[config.mk]
export PLATFORM = sky130hd
export DESIGN_NAME = sel_prog_fetch
export DESIGN_NICKNAME = d
export VERILOG_FILES = /design/src/rtl/selfetch_pkg.sv /design/src/rtl/sel_fetch_ctrl.sv /design/src/rtl/sel_fetch_dpath.sv /design/src/rtl/sel_prog_fetch.sv
export SDC_FILE = /design/constraint.sdc
export NUM_CORES = 1
export LEC_CHECK = 0
export BUFFER_PORTS_ARGS = -buffer_cell sky130_fd_sc_hd__buf_4
export CORE_MARGIN = 4
export CORE_UTILIZATION = 52
export CTS_CLUSTER_DIAMETER = 120
export DETAILED_ROUTE_END_ITERATION = 16
export PLACE_DENSITY_LB_ADDON = 0.25
export SLEW_MARGIN = 5
export SYNTH_ARGS = -nofsm -noshare
export SYNTH_HDL_FRONTEND = slang
export SYNTH_SLANG_ARGS = --single-unit
export TNS_END_PERCENT = 50
[constraint.sdc]
create_clock -name clk -period 3.34 [get_ports clk]
set_input_delay 0.167 -clock clk [delete_from_list [all_inputs] [get_ports clk]]
set_output_delay 0.167 -clock clk [all_outputs]
set_load 0.01 [all_outputs]
[src/rtl/selfetch_pkg.sv]
package selfetch_pkg;

  typedef enum logic [3:0] {
    S_IDLE,
    S_DEVNUM,
    S_TBL_REQ,
    S_TBL_WAIT,
    S_CW_REQ,
    S_CW_WAIT,
    S_AW_REQ,
    S_AW_WAIT,
    S_DONE
  } seqState_t;

  // strobes from the sequencer to the datapath
  typedef struct packed {
    logic ldOwner;
    logic clrOwner;
    logic ldTable;
    logic sendTable;
    logic sendPc;
    logic ldPc;
    logic ldCw;
    logic ldAw;
  } dpCtl_t;

endpackage

[src/rtl/sel_fetch_ctrl.sv]
module sel_fetch_ctrl
  import selfetch_pkg::*;
(
  input  logic   clk,
  input  logic   rstN,
  input  logic   anyReq,
  input  logic   memGrant,
  input  logic   memStrb,
  input  logic   nextFetch,
  input  logic   chanRelease,
  output dpCtl_t ctl,
  output logic   memReq,
  output logic   devNumAsk,
  output logic   fetchDone,
  output logic   protoErr
);

  seqState_t state, nextSt;
  logic doneSeen;
  logic waiting;

  always_comb begin
    nextSt = state;
    unique case (state)
      S_IDLE:     if (anyReq)    nextSt = S_DEVNUM;
      S_DEVNUM:                  nextSt = S_TBL_REQ;
      S_TBL_REQ:  if (memGrant)  nextSt = S_TBL_WAIT;
      S_TBL_WAIT: if (memStrb)   nextSt = S_CW_REQ;
      S_CW_REQ:   if (memGrant)  nextSt = S_CW_WAIT;
      S_CW_WAIT:  if (memStrb)   nextSt = S_AW_REQ;
      S_AW_REQ:   if (memGrant)  nextSt = S_AW_WAIT;
      S_AW_WAIT:  if (memStrb)   nextSt = S_DONE;
      S_DONE:     if (nextFetch) nextSt = S_CW_REQ;
      default:                   nextSt = S_IDLE;
    endcase
    if (chanRelease) nextSt = S_IDLE;
  end

  always_ff @(posedge clk) begin
    if (!rstN) begin
      state    <= S_IDLE;
      doneSeen <= 1'b0;
      protoErr <= 1'b0;
    end else begin
      state    <= nextSt;
      doneSeen <= (state == S_DONE);
      protoErr <= protoErr | (memStrb & ~waiting);
    end
  end

  assign waiting   = (state == S_TBL_WAIT) || (state == S_CW_WAIT) || (state == S_AW_WAIT);
  assign memReq    = (state == S_TBL_REQ) || (state == S_CW_REQ) || (state == S_AW_REQ);
  assign devNumAsk = (state == S_DEVNUM);
  assign fetchDone = (state == S_DONE) && !doneSeen;

  always_comb begin
    ctl           = '0;
    ctl.ldOwner   = (state == S_IDLE) && anyReq && !chanRelease;
    ctl.clrOwner  = chanRelease;
    ctl.ldTable   = (state == S_DEVNUM);
    ctl.sendTable = (state == S_TBL_REQ) && memGrant;
    ctl.sendPc    = ((state == S_CW_REQ) || (state == S_AW_REQ)) && memGrant;
    ctl.ldPc      = (state == S_TBL_WAIT) && memStrb;
    ctl.ldCw      = (state == S_CW_WAIT) && memStrb;
    ctl.ldAw      = (state == S_AW_WAIT) && memStrb;
  end

endmodule

[src/rtl/sel_fetch_dpath.sv]
module sel_fetch_dpath
  import selfetch_pkg::*;
#(
  parameter int DEVS   = 4,
  parameter int WORD_W = 16,
  parameter int DNUM_W = 8
) (
  input  logic              clk,
  input  logic              rstN,
  input  dpCtl_t            ctl,
  input  logic [DEVS-1:0]   devReq,
  input  logic [DNUM_W-1:0] devNumIn,
  input  logic [WORD_W-1:0] memData,
  output logic [DEVS-1:0]   svcSel,
  output logic [WORD_W-1:0] memAddr,
  output logic [WORD_W-1:0] progCnt,
  output logic [WORD_W-1:0] cmdWord,
  output logic [WORD_W-1:0] addrWord,
  output logic [WORD_W-1:0] tableAddr
);

  localparam int TA_W = DNUM_W + 2;
  localparam int PAD_W = WORD_W - TA_W;

  logic [DEVS-1:0] pick;

  // lowest-numbered requester wins
  always_comb begin
    pick = '0;
    for (int i = DEVS - 1; i >= 0; i--) begin
      if (devReq[i]) begin
        pick    = '0;
        pick[i] = 1'b1;
      end
    end
  end

  always_ff @(posedge clk) begin
    if (!rstN) begin
      svcSel    <= '0;
      progCnt   <= '0;
      cmdWord   <= '0;
      addrWord  <= '0;
      tableAddr <= '0;
    end else begin
      if (ctl.clrOwner)     svcSel <= '0;
      else if (ctl.ldOwner) svcSel <= pick;
      if (ctl.ldTable) tableAddr <= {{PAD_W{1'b0}}, devNumIn, 2'b00};
      if (ctl.ldPc)        progCnt <= memData;
      else if (ctl.sendPc) progCnt <= progCnt + WORD_W'(1);
      if (ctl.ldCw) cmdWord  <= memData;
      if (ctl.ldAw) addrWord <= memData;
    end
  end

  assign memAddr = ctl.sendTable ? tableAddr :
                   ctl.sendPc    ? progCnt   : '0;

endmodule

[src/rtl/sel_prog_fetch.sv]
module sel_prog_fetch
  import selfetch_pkg::*;
#(
  parameter int DEVS   = 4,
  parameter int WORD_W = 16,
  parameter int DNUM_W = 8
) (
  input  logic              clk,
  input  logic              rstN,
  input  logic [DEVS-1:0]   devReq,
  input  logic [DNUM_W-1:0] devNumIn,
  output logic              devNumAsk,
  output logic [DEVS-1:0]   svcSel,
  input  logic              chanRelease,
  output logic              memReq,
  input  logic              memGrant,
  output logic [WORD_W-1:0] memAddr,
  input  logic              memStrb,
  input  logic [WORD_W-1:0] memData,
  input  logic              nextFetch,
  output logic              fetchDone,
  output logic [WORD_W-1:0] progCnt,
  output logic [WORD_W-1:0] cmdWord,
  output logic [WORD_W-1:0] addrWord,
  output logic [WORD_W-1:0] tableAddr,
  output logic              protoErr
);

  dpCtl_t ctl;

  sel_fetch_ctrl u_ctrl (
    .clk(clk), .rstN(rstN), .anyReq(|devReq), .memGrant(memGrant),
    .memStrb(memStrb), .nextFetch(nextFetch), .chanRelease(chanRelease),
    .ctl(ctl), .memReq(memReq), .devNumAsk(devNumAsk),
    .fetchDone(fetchDone), .protoErr(protoErr)
  );

  sel_fetch_dpath #(.DEVS(DEVS), .WORD_W(WORD_W), .DNUM_W(DNUM_W)) u_dpath (
    .clk(clk), .rstN(rstN), .ctl(ctl), .devReq(devReq), .devNumIn(devNumIn),
    .memData(memData), .svcSel(svcSel), .memAddr(memAddr), .progCnt(progCnt),
    .cmdWord(cmdWord), .addrWord(addrWord), .tableAddr(tableAddr)
  );

endmodule

==> key figures, run 1 <==
Run status
  • Status: completed

Floorplan
  • Die Y: 84.3 um
  • Die area: 7110 sq um
  • Rows: 27
  • Die W: 84.3 um
  • Initial Util: 54.3%
  • IO Pins: 122
  • Core region area: 5570 sq um

GRT
  • First-pass GRT wire length: 14400 um
  • Overall Global Routing Usage: 24.7%
  • Vias in the first global route: 2928
  • Initial antenna violation count: 0
  • Largest net degree at the start of global routing: 55
  • Congestion Overflow GR: 0

Route
  • DRT Pass-1 Iters: 6
  • Avg WL per Cell: 15.8 um
  • DR vias: 3134
  • Routed WL: 8760 um
  • Detailed Route Iter0 Violations: 215
  • Post-route ant nets: 0
  • DRC viols: 0
  • Post-DR vias/cell: 5.64

Clocking
  • PostCTS Resize Cnt: 0
  • CTS Hold Bufs: 0
  • CTS tree: built
  • Root cell of the clock tree: clkbuf_8
  • Clock buffer depth: 2
  • Setup bufs post-CTS: 0
  • Worst-path clk slew: 70 ps
  • Clk Latency, worst-skew pair: 340 ps
  • CTS sink count: 66
  • Htree depth: 3
  • Number of CTS-inserted buffers: 9

Critical path
  • CP delay by family, top: simple AND/OR/NAND/NOR gates
  • Arr. time, crit path: 1940 ps
  • Worst Path Max Fanout: 13
  • Critical Path RT: 3170 ps
  • Crit path capture: memAddr[7]
  • Critical path cell sequence: nor2_1, and4b_1, a22o_1, buf_4
  • R2r worst-path depth: 5
  • CP Launch Type: register
  • Worst path depth: 4
  • RR Endpoint: u_dpath.progCnt[10]$_SDFFE_PN0P_
  • Slowest cell on the critical path: and4b_1
  • Setup Crit Path Kind: register to output pin
  • Reg2Reg Setup Slack: 1360 ps
  • Worst path bufs/invs: 1
  • Slowest cell delay on critical path: 460 ps
  • Worst r2r src: u_dpath.progCnt[0]$_SDFFE_PN0P_
  • CP endpoint kind: output pin
  • Worst setup path startpoint: u_ctrl.state[3]$_SDFFE_PP0P_

Cells and area
  • Commonest non-fill, non-tap cell in the layout: buf_4
  • Layout cell share with drive strength beyond 1: 27.9%
  • Nets: 514
  • Post-route cell area: 4040 sq um
  • N_diodes: 0
  • Most frequent cells in the layout: buf_4 (113), nand2_1 (95), dfxtp_1 (66)
  • Area Overhead vs Synth: 33.4%

Pwr
  • Pwr per Cell Area: 416 nW/um^2
  • Pleak: 1.67 nW
  • Max VDD drop: 308 uV

Timing
  • RSZ-0062 raised after global routing: false
  • Worst Tran Pin Value: 897 ps
  • # setup viols final: 0
  • Relative slew slack: 40.1%
  • Tcrit/Tclk final: 63.1%
  • Slew Limit Fails: 0
  • Fmax: 475 MHz
  • Setup TNS: 0 ps
  • Final hold viol count: 0
  • Clk_skew: 7.62 ps
  • Final min period: 2110 ps

Synth
  • Mapped Area: 3030 sq um
  • Yosys reg bits: 66
  • Post-Synthesis Cells: 381
  • Syn avg cell area: 7.95 sq um
  • Top_reg_cell synth: dfxtp_1
  • Ys Warns: 0
  • Number of synthesized flops with an enable pin: 0
  • Seq/Total Area, Yosys: 43.6%
  • Distinct cells, synth: 50
  • Async set or reset register ratio after synthesis: 0%

Placed design
  • GPL Wtd Cong: 0.915
  • DP Area: 3810 sq um
  • Dpl hpwl: 6300 um
  • IO buf count: 113

Job
  • Max-Cap Viols: 0

Worst hold path
  • Min-delay worst type: primary input to register
## final cells by class
class | instances | area [sq um]
Sequential cell | 66 | 1320
Clock inverter | 6 | 88.8
Timing Repair Buffer | 113 | 848
Multi-Input combinational cell | 287 | 1550
Fill cell | 489 | 1540
Inverter | 2 | 7.51
Tap cell | 72 | 90.1
Clock buffer | 10 | 138
## sequential cells by signal (all words and copies together), names as in the netlist
name / flops
u_dpath.addrWord: 16
u_dpath.svcSel: 4
u_ctrl.state: 4
u_ctrl.protoErr: 1
u_dpath.progCnt: 16
u_dpath.tableAddr: 8
u_ctrl.doneSeen: 1
u_dpath.cmdWord: 16
## kinds of logic (layout without fill, tap and decap cells)
family | after synthesis | count (layout) | synth area share (%)
compound gates | 97 | 97 | 19.5
xor+xnor | 5 | 5 | 1.45
fa+ha+maj | 1 | 1 | 0.413
buf+inv | 35 | 131 | 6.20
flops | 66 | 66 | 43.6
mux | 5 | 5 | 1.65
other cells | 1 | 8 | 0.124
simple gates | 171 | 171 | 27.0
## worst register-to-register path: cells and delay by family (launching register included)
kind,cells,cell delay [ps]
AOI/OAI and AO/OA,1,160
DFF,1,530
adders and majority gates,1,230
and+or+nand+nor,3,980
## report_power, final
group / total, mW / switching [mW] / internal [mW]
clock network: 0.758 / 0.316 / 0.442
logic: 0.115 / 0.0610 / 0.0538
registers: 0.806 / 0.0106 / 0.796
## how the worst min path moves through the flow
stage / start / endpoint / slack (ps) / depth (start not counted)
2_1_floorplan: rstN / u_dpath.progCnt[14]$_SDFFE_PN0P_ / 290 / 1
3_3_place_gp: devNumIn[2] / u_dpath.tableAddr[4]$_SDFFE_PN0P_ / 420 / 3
3_5_place_dp: devNumIn[7] / u_dpath.tableAddr[9]$_SDFFE_PN0P_ / 430 / 3
4_1_cts: devNumIn[7] / u_dpath.tableAddr[9]$_SDFFE_PN0P_ / 60 / 3
5_1_grt: devNumIn[4] / u_dpath.tableAddr[6]$_SDFFE_PN0P_ / 70 / 3
6_report: devNumIn[5] / u_dpath.tableAddr[7]$_SDFFE_PN0P_ / 70 / 3
## per-stage QoR
step                      hold slack [ps]  setup slack (ps)  util [%]  power, mW  std cells
after floorplan                       295              1620         -      0.881        388
after global placement                415              1450      68.4      0.937        540
after detailed placement              425              1410      68.4      0.938        540
after CTS                            62.5              1230      72.5       1.68        556
after global routing                 71.5              1090      72.5       1.73        556
final                                66.6              1230      72.5       1.68        556
## Yosys cell counts (2+ instances only)
library cell	number	share of area (%)
inv_2	2	0.25
nor2b_1	2	0.41
nand3_1	6	0.99
o21ai_0	9	1.5
o21ba_1	2	0.66
or3_1	2	0.41
buf_4	9	2.2
and3_1	5	1.0
and4_1	2	0.58
mux2i_1	5	1.7
a31oi_1	6	1.2
clkbuf_1	10	1.2
nand2_1	95	12
dfxtp_1	66	44
nor3_1	4	0.66
or4_1	3	0.74
and2_1	10	2.1
a2bb2oi_1	2	0.58
nand2b_1	2	0.41
a211oi_1	5	1.2
a22oi_1	5	1.2
nor4_1	4	0.83
nand4_1	7	1.4
buf_2	12	2.0
nor2_1	20	2.5
a22o_1	8	2.3
xor2_1	3	0.87
a21oi_1	52	8.6
xnor2_1	2	0.58
## layer usage
metal / vias to the layer above / wire length, um / track usage (%)
li1: 1517 / - / -
met1: 1484 / 3650 / 30.8
met2: 119 / 4250 / 41.2
met3: 14 / 713 / 6.08
met4: 0 / 148 / 9.21
met5: - / 0 / 0
No activity file was read; power rests on OpenSTA's default activity.
==> inputs of run 2 (changes only) <==
--- a/config.mk
+++ b/config.mk
@@ -5,9 +5,10 @@
 export SDC_FILE = /design/constraint.sdc
 export NUM_CORES = 1
 export LEC_CHECK = 0
+export ABC_AREA = 1
 export BUFFER_PORTS_ARGS = -buffer_cell sky130_fd_sc_hd__buf_4
 export CORE_MARGIN = 4
-export CORE_UTILIZATION = 52
+export CORE_UTILIZATION = 49
 export CTS_CLUSTER_DIAMETER = 120
 export DETAILED_ROUTE_END_ITERATION = 16
 export PLACE_DENSITY_LB_ADDON = 0.25
==> constraint.sdc (replaced) <==
create_clock -name clk -period 2.2 [get_ports clk]
set_input_delay 0.11 -clock clk [delete_from_list [all_inputs] [get_ports clk]]
set_output_delay 0.11 -clock clk [all_outputs]
set_load 0.01 [all_outputs]
==> run 2 against run 1 <==
Register-to-register slack got worse by 790 ps. Hold slack worse by 18 ps. Design area up 4.4%. Global-route usage down 2.4 points. Count of clock-buffer cells in the layout is 1 lower. Critical endpoint is now memAddr[3]. Highest routed layer unchanged.
==> key figures, run 2 <==
Cells and area
  • Most frequent cells in the layout: buf_4 (115), nor2_1 (82), dfxtp_1 (66)
  • Layout cell share with drive strength beyond 1: 26.3% (-1.6 points)
  • Nets: 601 (+17%)
  • Biggest regs: u_dpath.addrWord: 16 flops, u_dpath.cmdWord: 16 flops, u_dpath.progCnt: 16 flops
  • Area Overhead vs Synth: 32.3%
  • N_diodes: 0 (unchanged)
  • Final cell count without fillers: 648 (+17%)
  • Final core occ: 66.4% (-6.1 points)
  • Area of the multi-input gates: 1470 sq um (-4.9%)
  • FF/Latch Area: 1320 sq um (unchanged)
  • Layout fillers: 577 (+18%)
  • Commonest non-fill, non-tap cell in the layout: buf_4

Route
  • DR vias: 3314 (+5.7%)
  • Post-DR vias/cell: 5.11 (-9.3%)
  • Detailed Route Iter0 Violations: 221 (+2.8%)
  • DRT Pass-1 Iters: 6 (unchanged)
  • Routed WL: 8730 um (-0.37%)
  • DRC viols: 0 (unchanged)
  • Avg WL per Cell: 13.5 um (-15%)
  • Post-route ant nets: 0 (unchanged)

Clocking
  • PostCTS Resize Cnt: 0 (unchanged)
  • Clock buffer depth: 2 (unchanged)
  • Worst-path clk slew: 80 ps (about the same)
  • Setup bufs post-CTS: 0 (unchanged)
  • Htree depth: 3 (unchanged)
  • Root cell of the clock tree: clkbuf_8
  • CTS Hold Bufs: 0 (unchanged)
  • CTS tree: built
  • Clk Latency, worst-skew pair: 330 ps (about the same)
  • Number of CTS-inserted buffers: 9 (unchanged)
  • CTS sink count: 66 (unchanged)

GRT
  • GRT met2 Usage: 33.6% (-7.6 points)
  • GR Layer Usage met3: 6.89% (+0.81 points)
  • Largest net degree at the start of global routing: 47 (-15%)
  • Overall Global Routing Usage: 22.3% (-2.4 points)
  • Congestion Overflow GR: 0 (unchanged)
  • Busiest metal layer after global routing: met2
  • First-pass GRT wire length: 14000 um (-2.9%)
  • Met1 Track Usage GR: 30.1% (-0.75 points)
  • Vias in the first global route: 3086 (+5.4%)
  • Initial antenna violation count: 0 (unchanged)

Synth
  • Seq/Total Area, Yosys: 41.5% (-2.2 points)
  • Yosys reg bits: 66 (unchanged)
  • Synth top area cells: dfxtp_1 (41%), nor2_1 (9.7%), o21ai_0 (8.5%)
  • Cell with the most instances after synthesis: nor2_1
  • Ys Warns: 0 (unchanged)
  • Post-Synthesis Cells: 458 (+20%)
  • Syn avg cell area: 6.96 sq um (-12%)
  • Synth top cells by count: nor2_1 (82), dfxtp_1 (66), nand2_1 (64)
  • Mapped Area: 3190 sq um (+5.2%)
  • Synth top area share: 41.5% (-2.2 points)
  • Async set or reset register ratio after synthesis: 0% (unchanged)
  • Synth area leader: dfxtp_1
  • Distinct cells, synth: 32 (-36%)
  • Number of synthesized flops with an enable pin: 0 (unchanged)
  • Top_reg_cell synth: dfxtp_1

Timing
  • Slew Limit Fails: 0 (unchanged)
  • # setup viols final: 0 (unchanged)
  • Final min period: 1910 ps
  • Worst setup margin: 292 ps (-941 ps)
  • Tcrit/Tclk final: 86.7%
  • Final hold viol count: 0 (unchanged)
  • Fmax: 524 MHz
  • Clk_skew: 8.10 ps (+0.476 ps)
  • Worst Tran Pin Value: 527 ps (-370 ps)
  • RSZ-0062 raised after global routing: false
  • Relative slew slack: 64.8% (+25 points)
  • Setup TNS: 0 ps (unchanged)

Pwr
  • Comb pwr share: 9.9% (+3.1 points)
  • Cell Int Power: 1.98 mW (+53%)
  • Pwr per Cell Area: 627 nW/um^2 (+51%)
  • Clock power share: 43.3% (-1.8 points)
  • Pleak: 1.97 nW (+18%)
  • Max VDD drop: 382 uV (+24%)
  • P_sw: 0.666 mW (+72%)
  • Switching Share: 25.2% (+2.1 points)
  • Reg power frac: 46.8% (-1.2 points)

Floorplan
  • Die Y: 88.6 um (+5.1%)
  • Initial Util: 50.2% (-4.1 points)
  • Die area: 7860 sq um (+11%)
  • Rows: 29 (+7.4%)
  • Core region area: 6350 sq um (+14%)
  • Die W: 88.6 um (+5.1%)
  • IO Pins: 122 (unchanged)

Worst hold path
  • Hold Startpoint: devReq[1]
  • Min-delay worst type: primary input to register

Placed design
  • IO buf count: 113 (unchanged)
  • GPL Wtd Cong: 0.868 (-5.1%)
  • Dpl hpwl: 6510 um (+3.2%)
  • Post-Place Worst Slack: 591 ps (-819 ps)
  • Placed Cells: 632 (+17%)

Critical path
  • Critical Path RT: 2090 ps (-1080 ps)
  • CP delay by family, top: buffers and inverters
  • Worst Path Max Fanout: 12 (-1)
  • Critical path cell sequence: nor2_1, nand3_2, inv_1, nand2_1, o21ai_0, buf_4
  • Arr. time, crit path: 1800 ps (-140 ps)
  • Slowest cell on the critical path: dfxtp_1
  • Worst setup path startpoint: u_ctrl.state[0]$_SDFFE_PP0P_
  • Worst r2r src: u_ctrl.state[0]$_SDFFE_PP0P_
  • CP Launch Type: register
  • Worst path bufs/invs: 2 (+1)
  • CP endpoint kind: output pin
  • Setup Crit Path Kind: register to output pin
  • Slowest cell delay on critical path: 380 ps (-80 ps)

Job
  • Max-Cap Viols: 0 (unchanged)

Run status
  • Status: completed
run 2: cell count changes in the layout (fill, tap and decap cells not counted), moves of 5 or more:
cell and delta:
inv_1 +56, o22ai_1 +11, o21ai_0 +45, a31oi_1 -5, and3_1 -5, nor2_1 +62
and2_1 -10, a22o_1 -8, a211oi_1 -5, a21oi_1 -11, nand3_1 +14, nand2_1 -31
mux2i_1 -5, nand4_1 -6
run 2: tightest hold or removal path: cells and delay by family:
kind | cells | cell delay [ps]
compound gates | 1 | 60
buf+inv | 1 | 80
simple gates | 1 | 90
run 2: final cells by class:
cell class / count / area share (%)
clock buffers: 9 / 2.94
well taps: 77 / 2.28
inverters: 63 / 5.67
repair buffers: 115 / 20.5
multi-input cells: 311 / 34.9
clock inverters: 7 / 2.43
flip-flops and latches: 66 / 31.3
run 2: power by group through the flow:
stage	logic (mW)	clock network, mW	registers, mW
2_1_floorplan	0.145	0	1.27
3_3_place_gp	0.257	0	1.27
3_5_place_dp	0.261	0	1.27
4_1_cts	0.262	1.16	1.24
5_1_grt	0.293	1.22	1.24
6_report	0.262	1.15	1.24
run 2: per-stage QoR:
stage	power [mW]	hold slack, ps	cell area (sq um)
after CTS	2.66	39.1	4220
after floorplan	1.42	258	3210
after detailed placement	1.53	389	3990
final	2.65	48.9	4220
after global routing	2.76	36.0	4220
after global placement	1.52	359	3990
run 2: worst paths after layout:
| path | end | depth (start not counted) | slack [ps] |
|---|---|---|---|
| worst min-delay path | u_dpath.svcSel[1]$_SDFFE_PP0P_ | 3 | 50 |
| worst min register to register | u_dpath.tableAddr[3]$_SDFFE_PN0P_ | 2 | 470 |
| worst max register to register | u_dpath.progCnt[2]$_SDFFE_PN0P_ | 8 | 570 |
| worst max-delay path | memAddr[3] | 6 | 290 |
run 2: cells by family after synthesis:
group	Yosys count	synth area share [%]
compound gates	113	18.6
xor+xnor	6	1.65
fa+ha+maj	1	0.393
buf+inv	88	13.2
flops	66	41.5
other cells	1	0.118
simple gates	183	24.6
run 2: metal layers:
| metal | wire [um] | up-vias |
|---|---|---|
| met5 | 0 | - |
| met4 | 146 | 0 |
| met3 | 806 | 18 |
| met2 | 3800 | 128 |
| met1 | 3980 | 1503 |
| li1 | - | 1665 |
==> inputs of run 3 (changes only) <==
--- a/config.mk
+++ b/config.mk
@@ -15,5 +15,6 @@
 export SLEW_MARGIN = 5
 export SYNTH_ARGS = -nofsm -noshare
 export SYNTH_HDL_FRONTEND = slang
+export SYNTH_HIERARCHICAL = 1
 export SYNTH_SLANG_ARGS = --single-unit
 export TNS_END_PERCENT = 50
==> run 3 against run 2 <==
First-iteration DRC count grew 19%. Clock power is essentially flat. Hold slack lost 37 ps. Register-to-register slack lost 310 ps. Critical path depth grew 3. Die area grew 0.58%. Wire length grew 7.8%. Combinational power shrank 3%. Sequential share of layout area shrank 1.4 points. Critical path type unchanged. Critical endpoint is now memAddr[14].
==> key figures, run 3 <==
Placed design
  • IO buf count: 113 (unchanged)
  • Post-Place Worst Slack: 308 ps (-284 ps)
  • DP Area: 4080 sq um (+2.3%)
  • Placed Cells: 640 (+1.3%)
  • Dpl hpwl: 6830 um (+4.9%)
  • GPL Wtd Cong: 0.932 (+7.4%)

Floorplan
  • Rows: 29 (unchanged)
  • Initial Util: 50.5% (+0.32 points)
  • Die area: 7900 sq um (+0.58%)
  • Core region area: 6350 sq um (unchanged)
  • Die Y: 88.9 um (+0.29%)
  • Die W: 88.9 um (+0.29%)
  • IO Pins: 122 (unchanged)

Route
  • DRT Pass-1 Iters: 7 (+1)
  • Avg WL per Cell: 14.1 um (+4.4%)
  • DR vias: 3470 (+4.7%)
  • Detailed Route Iter0 Violations: 264 (+19%)
  • Post-DR vias/cell: 5.19 (+1.4%)
  • Routed WL: 9410 um (+7.8%)
  • DRC viols: 0 (unchanged)
  • Post-route ant nets: 0 (unchanged)

Synth
  • Distinct cells, synth: 32 (unchanged)
  • Synth top area cells: dfxtp_1 (41%), nor2_1 (12%), nand2_1 (7.6%)
  • Synth top area share: 41.2% (-0.26 points)
  • Seq/Total Area, Yosys: 41.2% (-0.26 points)
  • Synth top cells by count: nor2_1 (106), dfxtp_1 (66), nand2_1 (65)
  • Mapped Area: 3210 sq um (+0.63%)
  • Top_reg_cell synth: dfxtp_1
  • Syn avg cell area: 6.91 sq um (-0.67%)
  • Async set or reset register ratio after synthesis: 0% (unchanged)
  • Yosys reg bits: 66 (unchanged)
  • Synth area leader: dfxtp_1
  • Cell with the most instances after synthesis: nor2_1
  • Post-Synthesis Cells: 464 (+1.3%)
  • Ys Warns: 6 (+6)
  • Number of synthesized flops with an enable pin: 0 (unchanged)

Critical path
  • Critical Path RT: 2090 ps (about the same)
  • Worst r2r src: u_ctrl/state[3]$_SDFFE_PP0P_
  • RR Endpoint: u_dpath/progCnt[15]$_SDFFE_PN0P_
  • Arr. time, crit path: 1910 ps (+110 ps)
  • Worst path bufs/invs: 6 (+4)
  • R2r worst-path depth: 8 (unchanged)
  • Reg2Reg Setup Slack: 260 ps (-310 ps)
  • Setup Crit Path Kind: register to output pin
  • CP delay by family, top: buffers and inverters
  • Crit path top cell by count: buf_4
  • CP endpoint kind: output pin
  • CP Launch Type: register
  • Critical path cell sequence: inv_2, nor2_1, inv_1, nor3_1, buf_4, clkinvlp_4, buf_4, nor3_1, buf_4
  • Worst Path Max Fanout: 7 (-5)
  • Slowest cell on the critical path: dfxtp_2
  • Slowest cell delay on critical path: 390 ps (about the same)

Clocking
  • Clk Latency, worst-skew pair: 350 ps (+20 ps)
  • Number of CTS-inserted buffers: 9 (unchanged)
  • Htree depth: 3 (unchanged)
  • Clock buffer depth: 2 (unchanged)
  • CTS sink count: 66 (unchanged)
  • Root cell of the clock tree: clkbuf_8
  • Worst-path clk slew: 80 ps (about the same)
  • CTS tree: built

Cells and area
  • Commonest non-fill, non-tap cell in the layout: buf_4
  • Biggest regs: u_dpath/addrWord: 16 flops, u_dpath/cmdWord: 16 flops, u_dpath/progCnt: 16 flops
  • N_diodes: 0 (unchanged)
  • Layout cell share with drive strength beyond 1: 30.4% (+4.1 points)
  • Area Overhead vs Synth: 38.0%
  • Most frequent cells in the layout: buf_4 (124), nor2_1 (106), nand2_1 (65)
  • Final core occ: 69.7% (+3.3 points)
  • Nets: 622 (+3.5%)
  • Final cell count without fillers: 669 (+3.2%)
  • Post-route cell area: 4430 sq um (+5.0%)

GRT
  • Congestion Overflow GR: 0 (unchanged)
  • Initial antenna violation count: 0 (unchanged)
  • Largest net degree at the start of global routing: 48 (+2.1%)
  • First-pass GRT wire length: 14700 um (+5.4%)
  • Vias in the first global route: 3113 (+0.87%)
  • Overall Global Routing Usage: 23.6% (+1.3 points)

Worst hold path
  • Hold Startpoint: memData[2]
  • Min-Delay Endpoint: u_dpath/addrWord[2]$_SDFFE_PN0P_
  • Hold depth: 3 (unchanged)
  • Min-delay worst type: primary input to register

Pwr
  • Max VDD drop: 500 uV (+31%)
  • Pleak: 2.10 nW (+6.6%)
  • Pwr Total: 2.64 mW (about the same)
  • Pwr per Cell Area: 597 nW/um^2 (-4.8%)

Timing
  • # setup viols final: 0 (unchanged)
  • Fmax: 495 MHz (-5.5%)
  • Final min period: 2020 ps (+112 ps)
  • Relative slew slack: 52.8% (-12 points)
  • Final hold slack: 12.3 ps (-36.6 ps)
  • Setup TNS: 0 ps (unchanged)
  • Clk_skew: 8.77 ps (+0.674 ps)
  • Worst Tran Pin Value: 706 ps (+178 ps)
  • Worst setup margin: 180 ps (-112 ps)
  • Final hold viol count: 0 (unchanged)
  • Slew Limit Fails: 0 (unchanged)
  • Tcrit/Tclk final: 91.8% (+5.1 points)

Job
  • Max-Cap Viols: 0 (unchanged)

Run status
  • Status: completed
-- run 3: cell types whose count changed in the layout (fill, tap and decap cells not counted), sizes merged, moves of 2 or more --
| cell | delta |
|---|---|
| dlygate4sd3 | +7 |
| nand3 | +9 |
| inv | -22 |
| nor4 | +2 |
| o22ai | -11 |
| o31ai | +5 |
| nor2 | +30 |
| xor2 | -2 |
| buf | +10 |
| nand2 | +6 |
| o21ai | -6 |
| a21oi | -22 |
| a22oi | +7 |
| nor3 | +8 |
-- run 3: cell families (layout without fill, tap and decap cells) --
| family | count (synthesis) | after routing | share of synthesized area [%] |
|---|---|---|---|
| flip-flops | 66 | 66 | 41.2 |
| adder cells (fa/ha/maj) | 1 | 1 | 0.390 |
| other | 1 | 8 | 0.117 |
| XOR/XNOR | 4 | 4 | 1.09 |
| AO/OA/AOI/OAI | 86 | 86 | 14.8 |
| buffers and inverters | 68 | 189 | 9.64 |
| AND/OR/NAND/NOR | 238 | 238 | 32.7 |
-- run 3: worst register-to-register path: stages, from the launching register on --
cell and delay (ps):
dfxtp_2 440, nor2_1 80, inv_1 90, nor3_1 50, buf_4 170, buf_4 150, nor2_1 540, a22oi_1 180
a21oi_2 170
-- run 3: area by class of cell --
class                           count  area [sq um]
Clock buffer                        9           124
Fill cell                         521          1920
Sequential cell                    66          1320
Clock inverter                      7           103
Tap cell                           77          96.3
Multi-Input combinational cell    337          1620
Inverter                           41           159
Timing Repair Buffer              132          1010
-- run 3: layer usage --
metal / vias up / share of wire, % / global-route usage, %
met5: - / 0 / 0
met4: 0 / 1.2 / 8.79
met3: 11 / 10 / 5.62
met2: 160 / 45 / 36.9
met1: 1577 / 44 / 31.6
li1: 1722 / - / -
-- run 3: worst max-delay path by stage --
stage / startpoint / end / slack (ps) / cells past startpoint
final: u_ctrl/state[2]$_SDFFE_PP0P_ / memAddr[14] / 180 / 9
after global routing: u_ctrl/state[2]$_SDFFE_PP0P_ / memAddr[11] / -7 / 9
after CTS: u_ctrl/state[2]$_SDFFE_PP0P_ / memAddr[9] / 20 / 8
after detailed placement: u_ctrl/state[3]$_SDFFE_PP0P_ / u_dpath/progCnt[8]$_SDFFE_PN0P_ / 310 / 7
after global placement: u_ctrl/state[3]$_SDFFE_PP0P_ / u_dpath/progCnt[12]$_SDFFE_PN0P_ / 400 / 7
after floorplan: u_ctrl/state[0]$_SDFFE_PP0P_ / u_dpath/cmdWord[10]$_SDFFE_PN0P_ / 370 / 6
-- run 3: power by group --
part	internal (mW)	switching [mW]
clock network	0.647	0.503
registers	1.22	0.0223
logic	0.114	0.141
total	1.98	0.666
-- run 3: timing repair --
action | CTS | global route
gates resized for setup | 0 | 4
setup buffers | 0 | 6
setup endpoints to repair | 0 | 11
endpoints found under the hold margin | 7 | 0
hold buffers | 7 | 0
